**src/rtl/smp_pkg.sv**
```systemverilog
package smp_pkg;
   localparam int RES_W = 16;
   localparam int SMP_W = RES_W + 1;

   function automatic int data_bits(input logic [1:0] mode, input logic diff);
      int n;
      case (mode)
         2'd0:    n = 8;
         2'd1:    n = 12;
         2'd2:    n = 10;
         default: n = 16;
      endcase
      if (diff && mode != 2'd3) n = n + 1;
      return n;
   endfunction

   function automatic int lim_hi(input logic [1:0] mode, input logic diff);
      int w;
      w = data_bits(mode, diff);
      return diff ? (1 << (w - 1)) - 1 : (1 << w) - 1;
   endfunction

   function automatic int lim_lo(input logic [1:0] mode, input logic diff);
      int w;
      w = data_bits(mode, diff);
      return diff ? -(1 << (w - 1)) : 0;
   endfunction
endpackage

```
**src/rtl/smp_decode.sv**
```systemverilog
module smp_decode #(
   parameter int RAW_W = 16,
   parameter int SMP_W = 17
) (
   input  logic [RAW_W-1:0]        raw,
   input  logic [1:0]              mode,
   input  logic                    diff,
   output logic signed [SMP_W-1:0] smp
);
   localparam int IDX_W = $clog2(RAW_W);

   logic [IDX_W:0]   width;
   logic [IDX_W-1:0] msb_idx;
   logic             fill;

   if (SMP_W <= RAW_W) begin : g_bad_w
      $error("smp_decode: SMP_W must exceed RAW_W");
   end

   always_comb begin
      width   = (IDX_W+1)'(smp_pkg::data_bits(mode, diff));
      msb_idx = IDX_W'(width - (IDX_W+1)'(1));
      fill    = diff & raw[msb_idx];
   end

   for (genvar b = 0; b < SMP_W; b++) begin : g_bit
      if (b < RAW_W) begin : g_in
         assign smp[b] = (b < int'(width)) ? raw[b] : fill;
      end else begin : g_ext
         assign smp[b] = fill;
      end
   end
endmodule

```
**src/rtl/smp_accum.sv**
```systemverilog
module smp_accum #(
   parameter int SMP_W = 17,
   parameter int SEL_W = 2,
   localparam int LOG_MAX = (1 << SEL_W) + 1,
   localparam int CNT_W   = LOG_MAX
) (
   input  logic                    clk,
   input  logic                    rst_n,
   input  logic                    in_vld,
   input  logic signed [SMP_W-1:0] in_smp,
   input  logic [1:0]              in_mode,
   input  logic                    in_diff,
   input  logic                    avg_en,
   input  logic [SEL_W-1:0]        avg_sel,
   output logic                    out_vld,
   output logic signed [SMP_W-1:0] out_avg,
   output logic [1:0]              out_mode,
   output logic                    out_diff,
   output logic [CNT_W-1:0]        set_cnt
);
   localparam int ACC_W = SMP_W + LOG_MAX;

   logic signed [ACC_W-1:0] acc_q, base, sum, mean;
   logic [CNT_W-1:0]        cnt_q, last_cnt;
   logic [CNT_W:0]          set_len;
   logic [SEL_W:0]          shamt;
   logic                    set_end;

   always_comb begin
      shamt    = {1'b0, avg_sel} + (SEL_W+1)'(2);
      set_len  = (CNT_W+1)'(1) << shamt;
      last_cnt = CNT_W'(set_len - (CNT_W+1)'(1));
      set_end  = (cnt_q == last_cnt);
      base     = (cnt_q == '0) ? '0 : acc_q;
      sum      = base + ACC_W'(in_smp);
      mean     = sum >>> shamt;
   end

   always_ff @(posedge clk) begin
      if (!rst_n) begin
         acc_q    <= '0;
         cnt_q    <= '0;
         out_vld  <= 1'b0;
         out_avg  <= '0;
         out_mode <= '0;
         out_diff <= 1'b0;
      end else begin
         out_vld <= 1'b0;
         if (!avg_en) begin
            acc_q <= '0;
            cnt_q <= '0;
            if (in_vld) begin
               out_vld  <= 1'b1;
               out_avg  <= in_smp;
               out_mode <= in_mode;
               out_diff <= in_diff;
            end
         end else if (in_vld) begin
            if (set_end) begin
               out_vld  <= 1'b1;
               out_avg  <= mean[SMP_W-1:0];
               out_mode <= in_mode;
               out_diff <= in_diff;
               acc_q    <= '0;
               cnt_q    <= '0;
            end else begin
               acc_q <= sum;
               cnt_q <= cnt_q + CNT_W'(1);
            end
         end
      end
   end

   assign set_cnt = cnt_q;
endmodule

```
**src/rtl/smp_correct.sv**
```systemverilog
module smp_correct #(
   parameter int SMP_W   = 17,
   parameter int OFS_W   = 16,
   parameter int OUT_W   = 16,
   parameter int OUT_REG = 1
) (
   input  logic                    clk,
   input  logic                    rst_n,
   input  logic                    in_vld,
   input  logic signed [SMP_W-1:0] in_avg,
   input  logic [1:0]              in_mode,
   input  logic                    in_diff,
   input  logic signed [OFS_W-1:0] ofs,
   output logic                    res_vld,
   output logic [OUT_W-1:0]        res_data
);
   localparam int CW = ((SMP_W > OFS_W) ? SMP_W : OFS_W) + 2;

   logic signed [CW-1:0] delta, hi, lo, clamped;
   logic [OUT_W-1:0]     fmt;

   always_comb begin
      hi    = CW'(smp_pkg::lim_hi(in_mode, in_diff));
      lo    = CW'(smp_pkg::lim_lo(in_mode, in_diff));
      delta = CW'(in_avg) - CW'(ofs);
      if (delta > hi)      clamped = hi;
      else if (delta < lo) clamped = lo;
      else                 clamped = delta;
      fmt = clamped[OUT_W-1:0];
   end

   if (OUT_REG != 0) begin : g_reg
      always_ff @(posedge clk) begin
         if (!rst_n) begin
            res_vld  <= 1'b0;
            res_data <= '0;
         end else begin
            res_vld <= in_vld;
            if (in_vld) res_data <= fmt;
         end
      end
   end else begin : g_comb
      assign res_vld  = in_vld;
      assign res_data = in_vld ? fmt : '0;
   end
endmodule

```
**src/rtl/smp_postproc.sv**
```systemverilog
module smp_postproc #(
   parameter int SEL_W   = 2,
   parameter int OFS_W   = 16,
   parameter int OUT_REG = 1
) (
   input  logic             clk,
   input  logic             rst_n,
   input  logic             raw_vld,
   input  logic [15:0]      raw_data,
   input  logic [1:0]       res_mode,
   input  logic             diff_en,
   input  logic             avg_en,
   input  logic [SEL_W-1:0] avg_sel,
   input  logic [OFS_W-1:0] ofs_val,
   output logic             res_vld,
   output logic [15:0]      res_data
);
   localparam int RAW_W = smp_pkg::RES_W;
   localparam int SW    = smp_pkg::SMP_W;
   localparam int CNT_W = (1 << SEL_W) + 1;

   if (SEL_W < 1 || SEL_W > 3) begin : g_chk_sel
      $error("smp_postproc: SEL_W out of range");
   end
   if (OFS_W < 2 || OFS_W > 20) begin : g_chk_ofs
      $error("smp_postproc: OFS_W out of range");
   end
   if (OUT_REG != 0 && OUT_REG != 1) begin : g_chk_reg
      $error("smp_postproc: OUT_REG must be 0 or 1");
   end

   logic signed [SW-1:0] smp, p_avg;
   logic                 p_vld, p_diff;
   logic [1:0]           p_mode;
   logic [CNT_W-1:0]     set_cnt;

   smp_decode #(.RAW_W(RAW_W), .SMP_W(SW)) u_dec (
      .raw(raw_data), .mode(res_mode), .diff(diff_en), .smp(smp)
   );

   smp_accum #(.SMP_W(SW), .SEL_W(SEL_W)) u_acc (
      .clk(clk), .rst_n(rst_n), .in_vld(raw_vld), .in_smp(smp),
      .in_mode(res_mode), .in_diff(diff_en), .avg_en(avg_en), .avg_sel(avg_sel),
      .out_vld(p_vld), .out_avg(p_avg), .out_mode(p_mode), .out_diff(p_diff),
      .set_cnt(set_cnt)
   );

   smp_correct #(.SMP_W(SW), .OFS_W(OFS_W), .OUT_W(RAW_W), .OUT_REG(OUT_REG)) u_cor (
      .clk(clk), .rst_n(rst_n), .in_vld(p_vld), .in_avg(p_avg),
      .in_mode(p_mode), .in_diff(p_diff), .ofs(ofs_val),
      .res_vld(res_vld), .res_data(res_data)
   );
endmodule

```
**config.mk**
```make
export PLATFORM = sky130hd
export DESIGN_NAME = smp_postproc
export DESIGN_NICKNAME = d
export VERILOG_FILES = /design/src/rtl/smp_pkg.sv /design/src/rtl/smp_decode.sv /design/src/rtl/smp_accum.sv /design/src/rtl/smp_correct.sv /design/src/rtl/smp_postproc.sv
export SDC_FILE = /design/constraint.sdc
export NUM_CORES = 1
export LEC_CHECK = 0
export BUFFER_PORTS_ARGS = -buffer_cell sky130_fd_sc_hd__buf_2
export CAP_MARGIN = 10
export CORE_MARGIN = 2
export CORE_UTILIZATION = 28
export DETAILED_ROUTE_END_ITERATION = 10
export GPL_TIMING_DRIVEN = 0
export MAX_ROUTING_LAYER = met4
export PLACE_DENSITY_LB_ADDON = 0.08
export RECOVER_POWER = 25
export SLEW_MARGIN = 0
export SYNTH_ARGS = -nofsm -noshare
export SYNTH_HDL_FRONTEND = slang
export SYNTH_SLANG_ARGS = --single-unit
```
**constraint.sdc**
```tcl
create_clock -name clk -period 5.3 [get_ports clk]
set_clock_uncertainty 0.1 [all_clocks]
set_input_delay 1.06 -clock clk [delete_from_list [all_inputs] [get_ports clk]]
set_output_delay 1.06 -clock clk [all_outputs]
set_load 0.02 [all_outputs]
```
==> flow_summary.ini, run 1 <==
[synthesis]
synth_seq_cells = 65
async_flop_share_pct = 0
yosys_warnings = 0
synth_simple_gate_area_share_pct = 21.91
synth.avg_cell_area_sq_um = 7.723
synth_fa_ha_area_share_pct = 16.69
yosysMostFrequentCell = ha_1
yosysUniqueCellTypes = 81
synth_area_leaders = dfxtp_1 (18%), ha_1 (16%), a21oi_1 (4.7%), nand2_1 (4.3%), o21ai_0 (3.5%)
synth_top_family_by_area = compound AO/OA/AOI/OAI gates
synth_xor_area_share_pct = 5.100
synthMuxAreaShare_pct = 6.002
yosys.area.top_type = dfxtp_1
synth_compound_area_share_pct = 26.83
synth_top_area_share_pct = 18.04
ys_top_cells_by_count = ha_1 (93), nand2_1 (82), a21oi_1 (68), nor2_1 (68), dfxtp_1 (65)
synth_edf_count = 0
synth_nets = 1070
yosysSeqAreaShare_pct = 18.04
syn_area_sq_mm = 0.007213
synthFlopType = dfxtp_1
syn_inst = 934

[clock_tree]
cts_tree = built
clockRootBuffer = clkbuf_16
tritoncts.num_buffers = 9
clk_path_buf_depth = 2
postCtsHoldBufs = 0
cts_sinks = 65
clk_pin_slew_ps = 70
htreeDepth = 3
clk_latency_ps = 350

[detailed_routing]
detail_route.first_pass.iterations = 4
drtAntennaViolNets = 0
avgRoutedWirePerCell_microns = 19.33
drt_iter0_drc = 287
drt-total-wl_microns = 26000
drc = 0
vias_per_cell = 5.346
num_vias = 7190

[worst_setup_path]
critPathRequiredTime_ps = 5390
crit_fanout = 9
rr_startpoint = u_acc.out_mode[1]$_SDFFE_PN0P_
reg2regPathDepth = 21
startpoint_type = primary input
cp.arrival_ps = 5240
end_kind = register
critPathKind = primary input to register
reg2reg_setup_slack_ps = 230
r2r_end = u_cor.res_data[11]$_SDFFE_PN0P_

[power_and_ir_drop]
peakVddDrop_v = 0.0001354
leakage_nw = 3.604
total_power_mw = 2.015
power_density_mw_per_mm2 = 234.7

[sta]
rsz0062_at_grt = false
hold_viol_final = 0
slew_headroom_pct = 49.43
fin_crit_ps = 5150
final_max_slew_viol_count = 0
setup_viol = 0
fin_crit_sh_pct = 97.17
setup_tns_ps = 0
worst_pin_slew_ps = 743.9
fmax_mhz = 194.2

[layout]
drive_gt1_share_pct = 15.27
antenna_cells = 0
area_growth_syn_to_layout_pct = 19.06
instances_no_fill = 1345
finalNetCount = 1146
final_area_sq_mm = 0.008588

[floorplanning]
chipHeight_microns = 164.5
die_w_microns = 164.5
rows = 58
io_pins = 58
die-area_sq_mm = 0.02706
coreArea_sq_mm = 0.02525
start_util_pct = 28.56

[placement]
placedInstanceArea_sq_mm = 0.007948
placedCellCount = 1321
port_buffers = 57
dp_hpwl_microns = 20950
gp_congestion = 0.8495

[job]
max_cap_violations = 0

[grt]
grt_pass1_wl_microns = 40230
grt_pass1_vias = 7194
antenna_found_initial = 0
grt_max_degree = 14
grt-ovfl-total = 0
grt_usage_pct = 20.04

[hold_path]
min_path_cells = 2
hp-class = register to register
min_from = u_acc.acc_q[0]$_SDFFE_PN0P_
whs_endpoint = u_acc.acc_q[0]$_SDFFE_PN0P_

[run_status]
outcome = finished clean
-- per-stage QoR --
stage          util, %  setup WS [ps]  hold WS, ps
6_report         34.01          149.9        358.2
5_1_grt          34.01          1.203        375.7
4_1_cts          33.69          1.017        363.1
3_5_place_dp     31.47          -1028        351.8
3_3_place_gp     31.47          -1027        345.5
2_1_floorplan        -         -1.466        336.5
-- how the worst max path moves through the flow --
stage           startpoint                               to  slack, ps  cells past startpoint
2_1_floorplan  res_mode[0]     u_acc.acc_q[21]$_SDFFE_PN0P_         -1                     19
5_1_grt         ofs_val[0]  u_cor.res_data[11]$_SDFFE_PN0P_          1                     20
6_report       res_mode[0]   u_acc.out_avg[14]$_SDFFE_PN0P_        150                     19
4_1_cts         ofs_val[0]  u_cor.res_data[11]$_SDFFE_PN0P_          1                     20
3_5_place_dp    ofs_val[0]  u_cor.res_data[11]$_SDFFE_PN0P_      -1030                     20
3_3_place_gp    ofs_val[0]  u_cor.res_data[11]$_SDFFE_PN0P_      -1030                     20
-- flip-flops by register name (all words and copies together) (netlist names) --
register	cells
u_acc.out_vld	1
u_acc.acc_q	22
u_acc.set_cnt	5
u_acc.out_mode	2
u_acc.out_avg	17
u_cor.res_data	16
u_acc.out_diff	1
u_cor.res_vld	1
-- metal layers --
| layer | global-route usage [%] | part of all wire (%) | vias to the layer above | routed length (microns) |
|---|---|---|---|---|
| li1 | - | - | 3612 | - |
| met2 | 34.73 | 50 | 141 | 12890 |
| met5 | - | 0 | - | 0 |
| met4 | 7.866 | 3.9 | 0 | 1002 |
| met1 | 23.12 | 44 | 3393 | 11320 |
| met3 | 3.315 | 3.0 | 44 | 787 |
-- critical path: stages --
cell	delay [ps]
buf_2	130
ha_4	190
nand2b_4	170
ha_2	210
xor2_2	200
o2111a_1	300
a211oi_4	220
o22ai_4	130
buf_4	150
nor2b_2	160
a21o_1	220
ha_4	260
a211o_1	310
or4_4	510
o21ai_4	210
xnor2_4	110
mux4_2	500
nand3_1	120
a21oi_1	70
-- repair_timing --
action,4_1_cts,5_1_grt
endpoints found under the setup margin,30,25
resized for setup,40,20
pin swaps,11,11
cloned,0,0
buffers inserted,13,2
-- logic make-up after synthesis --
kind of cell / Yosys count
and+or+nand+nor: 311
AOI/OAI and AO/OA: 285
buffers and inverters: 96
adders and majority gates: 95
DFF: 65
xor gates and xnor gates: 42
muxes: 39
other: 1
-- where the power goes --
group | leakage (nW) | switching [mW] | internal, mW | total [mW]
Sequential | 0.530 | 0.0172 | 0.515 | 0.532
Clock | 0.152 | 0.272 | 0.371 | 0.643
Combinational | 2.92 | 0.502 | 0.339 | 0.840
Total | 3.60 | 0.791 | 1.22 | 2.02
-- area by class of cell --
cell class,instances,area (sq um)
buffer,37,173.9
multi-input combinational,773,5826
timing repair buffer,72,374.1
fill,2767,16670
clock buffer,9,225.2
clock inverter,7,77.57
sequential,65,1301
tap,330,412.9
inverter,52,197.7
-- cells in the final DEF, fill, tap and decap left out, types with 9 or more instances in the layout --
cell / instances
mux2_2: 14
nor2_1: 67
xor2_1: 17
a22oi_1: 13
a21o_1: 29
inv_1: 46
nor2b_1: 14
o21ai_0: 46
nand2_1: 81
nand4_1: 15
buf_4: 16
a21oi_1: 65
buf_2: 39
ha_1: 84
mux2i_1: 21
and2_1: 30
a31oi_1: 9
xnor2_1: 20
dfxtp_1: 65
nand3_1: 32
o211ai_1: 15
nor3_1: 14
clkbuf_16: 9
clkbuf_1: 47
Note: power is estimated with default switching activity, not from simulation.
==> inputs of run 2 (changes only) <==
==> constraint.sdc (replaced) <==
create_clock -name clk -period 6.1 [get_ports clk]
set_clock_uncertainty 0.1 [all_clocks]
set_input_delay 1.22 -clock clk [delete_from_list [all_inputs] [get_ports clk]]
set_output_delay 1.22 -clock clk [all_outputs]
set_load 0.02 [all_outputs]
==> flow_summary.ini, run 2 (synthesis gave the netlist of run 1 again) <==
[clock_tree]
htreeDepth = 3
cts_sinks = 65
clk_latency_ps = 350
clk_path_buf_depth = 2
tritoncts.num_buffers = 9
clk_pin_slew_ps = 70
clockRootBuffer = clkbuf_16
cts_tree = built
postCtsHoldBufs = 0

[power_and_ir_drop]
leakage_nw = 3.532
peakVddDrop_v = 0.0001238
power_density_mw_per_mm2 = 206.7
total_power_mw = 1.718

[placement]
gp_congestion = 0.8561
port_buffers = 57
placedCellCount = 1321
post-place-ws_ps = -962.8
dp_hpwl_microns = 20770

[floorplanning]
chipHeight_microns = 164.5
coreArea_sq_mm = 0.02525
start_util_pct = 28.56
die_w_microns = 164.5
rows = 58
die-area_sq_mm = 0.02706
io_pins = 58

[sta]
final_max_slew_viol_count = 0
setup_viol = 0
fin_ws_ps = 316.3
slew_headroom_pct = 29.74
fmax_mhz = 172.9
fin_crit_ps = 5784
worst_pin_slew_ps = 1025
hold_viol_final = 0
rsz0062_at_grt = false
fin_crit_sh_pct = 94.82

[worst_setup_path]
critPathKind = primary input to register
reg2reg_setup_slack_ps = 520
critPathRequiredTime_ps = 6200
critPathCapture = u_cor.res_data[11]$_SDFFE_PN0P_
startpoint_type = primary input
rr_startpoint = u_acc.out_mode[1]$_SDFFE_PN0P_
crit_fanout = 10
end_kind = register
critPathLaunch = ofs_val[0]
cp.arrival_ps = 5890
r2r_end = u_cor.res_data[14]$_SDFFE_PN0P_
reg2regPathDepth = 19

[run_status]
outcome = finished clean

[layout]
antenna_cells = 0
regMostFlops = u_acc.acc_q
largest_register_ffs = 22
multi_input_area_sq_mm = 0.005618
regArea_sq_mm = 0.001301
fin_util_pct = 32.91
final_common_cell = ha_1
reg_top3 = u_acc.acc_q: 22 flops, u_acc.out_avg: 17 flops, u_cor.res_data: 16 flops
finalNetCount = 1140
final_cell_mix = ha_1 (93), nand2_1 (82), nor2_1 (67), a21oi_1 (67), dfxtp_1 (65)
drive_gt1_share_pct = 11.30
fillers = 2793
area_growth_syn_to_layout_pct = 15.23
instances_no_fill = 1339

[grt]
grt-ovfl-total = 0
grt_usage_pct = 19.76
antenna_found_initial = 0
grt_pass1_wl_microns = 39820
grt_pass1_vias = 7090
grt_max_degree = 15

[detailed_routing]
drt-total-wl_microns = 25580
avgRoutedWirePerCell_microns = 19.10
detail_route.first_pass.iterations = 4
drt_iter0_drc = 298
drc = 0
vias_per_cell = 5.315
drtAntennaViolNets = 0
num_vias = 7117

[hold_path]
hp-class = register to register

[job]
max_cap_violations = 0
==> run 2: worst max-delay path: stages <==
cell and delay (ps):
buf_2 80, ha_1 150, inv_1 50, fa_1 390
a21o_1 200, a21oi_2 190, o21ai_0 180, o311ai_2 350
a41oi_2 200, o41ai_1 390, xnor2_1 200, ha_1 230
or4b_2 650, a211o_1 260, buf_6 160, and2_4 160
buf_6 130, buf_2 230, mux2i_1 300, o221ai_1 150
==> run 2: cell type report <==
cell class	instances	share of cell area, %
tap	330	4.968
buffer	43	2.258
clock inverter	7	1.009
sequential	65	15.66
clock buffer	9	2.710
multi-input combinational	773	67.59
inverter	52	2.378
timing repair buffer	60	3.432
==> run 2: power breakdown <==
part / switching, mW / leakage (nW) / internal, mW
Sequential: 0.0146 / 0.530 / 0.447
Clock: 0.244 / 0.149 / 0.325
Combinational: 0.424 / 2.85 / 0.265
Total: 0.682 / 3.53 / 1.04
==> run 2: layer usage <==
layer,vias up,global-route usage [%],part of all wire (%)
met2,119,35.37,51
met1,3368,22.99,44
met4,0,6.522,2.8
met3,34,2.260,2.6
met5,-,-,0
li1,3596,-,-
==> run 2: worst min-delay path by stage <==
stage,from,to,slack (ps),depth (start not counted)
after detailed placement,u_acc.acc_q[7]$_SDFFE_PN0P_,u_acc.acc_q[7]$_SDFFE_PN0P_,350,2
after global placement,u_acc.acc_q[5]$_SDFFE_PN0P_,u_acc.acc_q[5]$_SDFFE_PN0P_,350,2
after floorplan,u_acc.acc_q[0]$_SDFFE_PN0P_,u_acc.acc_q[0]$_SDFFE_PN0P_,340,2
after CTS,u_acc.acc_q[7]$_SDFFE_PN0P_,u_acc.acc_q[7]$_SDFFE_PN0P_,360,2
after global routing,u_acc.acc_q[7]$_SDFFE_PN0P_,u_acc.acc_q[7]$_SDFFE_PN0P_,380,2
final,u_acc.acc_q[5]$_SDFFE_PN0P_,u_acc.acc_q[5]$_SDFFE_PN0P_,360,2
==> run 2: through the flow <==
stage / area (sq um) / hold WS [ps] / setup TNS (ps)
global route: 8312 / 379.8 / 0
CTS: 8263 / 364.9 / 0
detailed placement: 7911 / 353.1 / -18360
floorplan: 7213 / 336.5 / 0
finish: 8312 / 363.6 / 0
global placement: 7911 / 346.9 / -20790
==> run 2: timing repair <==
item / 4_1_cts / 5_1_grt
gates resized for setup: 5 / 14
setup endpoints to repair: 29 / 25
pin swaps: 1 / 2
buffers inserted: 3 / 0
==> inputs of run 3 (changes only) <==
--- a/config.mk
+++ b/config.mk
@@ -12,7 +12,7 @@
 export DETAILED_ROUTE_END_ITERATION = 10
 export GPL_TIMING_DRIVEN = 0
 export MAX_ROUTING_LAYER = met4
-export PLACE_DENSITY_LB_ADDON = 0.08
+export PLACE_DENSITY_LB_ADDON = 0.1
 export RECOVER_POWER = 25
 export SLEW_MARGIN = 0
 export SYNTH_ARGS = -nofsm -noshare
==> flow_summary.ini, run 3 (synthesis gave the netlist of run 1 again) <==
[worst_setup_path]
worstPathCellList = buf_2, ha_1, clkbuf_1, nand2b_2, ha_1, xor2_2, o2111a_1, a211oi_4, o22ai_4, buf_4, mux2_2, ha_1, and2_1, a31oi_1, o21ai_2, a211oi_1, o21ai_1, xor2_1, mux4_2, o21ba_2
cp_top_family = compound AO/OA/AOI/OAI gates
cp.buffers_inverters = 3
reg2regPathDepth = 22
r2r_end = u_cor.res_data[14]$_SDFFE_PN0P_
rr_startpoint = u_acc.out_mode[1]$_SDFFE_PN0P_
cp.arrival_ps = 6000
worst-path-stages = 20
reg2reg_setup_slack_ps = 560
end_kind = register
crit_slowest_cell = mux4_2
crit_fanout = 9
critPathRequiredTime_ps = 6250
startpoint_type = primary input
critPathKind = primary input to register
cpMostUsedCell = ha_1
critPathLaunch = res_mode[0]
max_stage_delay_ps = 510
critPathCapture = u_acc.out_avg[10]$_SDFFE_PN0P_

[detailed_routing]
num_vias = 7211
drc = 0
drt_iter0_drc = 458
detail_route.first_pass.iterations = 7
drt-total-wl_microns = 25740
avgRoutedWirePerCell_microns = 19.24
dr_wl_met2_microns = 13280
highest_layer = met4
vias_per_cell = 5.389
wl_met3_microns = 825
drt-met1-wl_microns = 11310
drtAntennaViolNets = 0

[hold_path]
hp-class = register to register
min_from = u_acc.acc_q[6]$_SDFFE_PN0P_

[floorplanning]
io_pins = 58
coreArea_sq_mm = 0.02525
rows = 58
start_util_pct = 28.56
chipHeight_microns = 164.5
die-area_sq_mm = 0.02706
die_w_microns = 164.5

[sta]
holdWs_ps = 360.7
worst_pin_slew_ps = 1115
setup_viol = 0
setup_tns_ps = 0
fin_crit_ps = 5857
rsz0062_at_grt = false
final_max_slew_viol_count = 0
hold_viol_final = 0
slew_headroom_pct = 23.51
fin_crit_sh_pct = 96.01
fmax_mhz = 170.7

[power_and_ir_drop]
peakVddDrop_v = 0.0001409
power_density_mw_per_mm2 = 207.5
leakage_nw = 3.538
total_power_mw = 1.725

[grt]
grt_pass1_wl_microns = 39420
grt_usage_pct = 19.59
antenna_found_initial = 0
grt_max_degree = 15
grt_pass1_vias = 6976
grt-ovfl-total = 0

[layout]
finalNetCount = 1139
final_area_sq_mm = 0.008314
fillers = 2781
final_cell_mix = ha_1 (93), nand2_1 (82), a21oi_1 (68), nor2_1 (67), dfxtp_1 (65)
reg_top3 = u_acc.acc_q: 22 flops, u_acc.out_avg: 17 flops, u_cor.res_data: 16 flops
area_growth_syn_to_layout_pct = 15.26
largest_register_ffs = 22
antenna_cells = 0
multi_input_area_sq_mm = 0.005628
final_common_cell = ha_1
regArea_sq_mm = 0.001301
regMostFlops = u_acc.acc_q
drive_gt1_share_pct = 11.51

[job]
max_cap_violations = 0

[clock_tree]
clk_latency_ps = 360
postCtsHoldBufs = 0
cts_tree = built
clk_pin_slew_ps = 70
clk_path_buf_depth = 2
clockRootBuffer = clkbuf_16
tritoncts.num_buffers = 9
htreeDepth = 3
cts_sinks = 65

[run_status]
outcome = finished clean

[placement]
placedInstanceArea_sq_mm = 0.007911
dp_hpwl_microns = 20690
gp_congestion = 0.8833
port_buffers = 57
[run 3: layer usage]
metal  vias up  global-route usage [%]
li1       3599                       -
met4         0                   3.518
met5         -                       -
met2       148                   36.10
met3        18                   2.662
met1      3446                   22.84
[run 3: layout make-up]
class,count,area share [%]
plain buffers,42,2.212
inverters,52,2.378
clock inverters,7,0.9782
multi-input cells,773,67.69
repair buffers,60,3.416
flip-flops and latches,65,15.65
well taps,330,4.966
clock buffers,9,2.709
[run 3: how the worst min path moves through the flow]
stage,cells past startpoint,end,slack (ps)
finish,2,u_acc.acc_q[6]$_SDFFE_PN0P_,360
global route,2,u_acc.acc_q[0]$_SDFFE_PN0P_,370
CTS,2,u_acc.acc_q[5]$_SDFFE_PN0P_,360
detailed placement,2,u_acc.acc_q[1]$_SDFFE_PN0P_,350
global placement,2,u_acc.acc_q[0]$_SDFFE_PN0P_,350
floorplan,2,u_acc.acc_q[0]$_SDFFE_PN0P_,340
[run 3: worst register-to-register path: stages (launching register included)]
cell and delay, ps:
dfxtp_1 490, inv_1 160, ha_1 320, o21a_1 210
or2_2 290, clkbuf_1 220, nand4_1 180, ha_1 200
o311ai_0 290, nor4b_1 460, o31ai_1 140, mux2i_1 140
o21ai_0 110, ha_1 310, nand4_1 100, nor2_1 70
inv_1 50, o22ai_1 70, or4_1 520, and2_1 170
clkbuf_1 250, or3_1 440, a41oi_2 170
[run 3: power by group]
group | leakage (nW) | internal, mW | switching (mW)
combinational | 2.86 | 0.266 | 0.426
sequential | 0.530 | 0.447 | 0.0148
clock | 0.148 | 0.325 | 0.247
total | 3.54 | 1.04 | 0.688
[run 3: metrics by stage]
| step | std cells | utilization (%) | setup slack [ps] |
|---|---|---|---|
| floorplan | 934 | - | 261.6 |
| global placement | 1321 | 31.33 | -1017 |
| detailed placement | 1321 | 31.33 | -1087 |
| CTS | 1340 | 32.71 | 30.19 |
| global route | 1338 | 32.92 | 4.786 |
| finish | 1338 | 32.92 | 243.2 |
[run 3: timing repair]
| item | 4_1_cts | 5_1_grt |
|---|---|---|
| endpoints found under the setup margin | 33 | 23 |
| resized for setup | 5 | 17 |
| setup buffers | 3 | 0 |
| pin swaps | 1 | 1 |
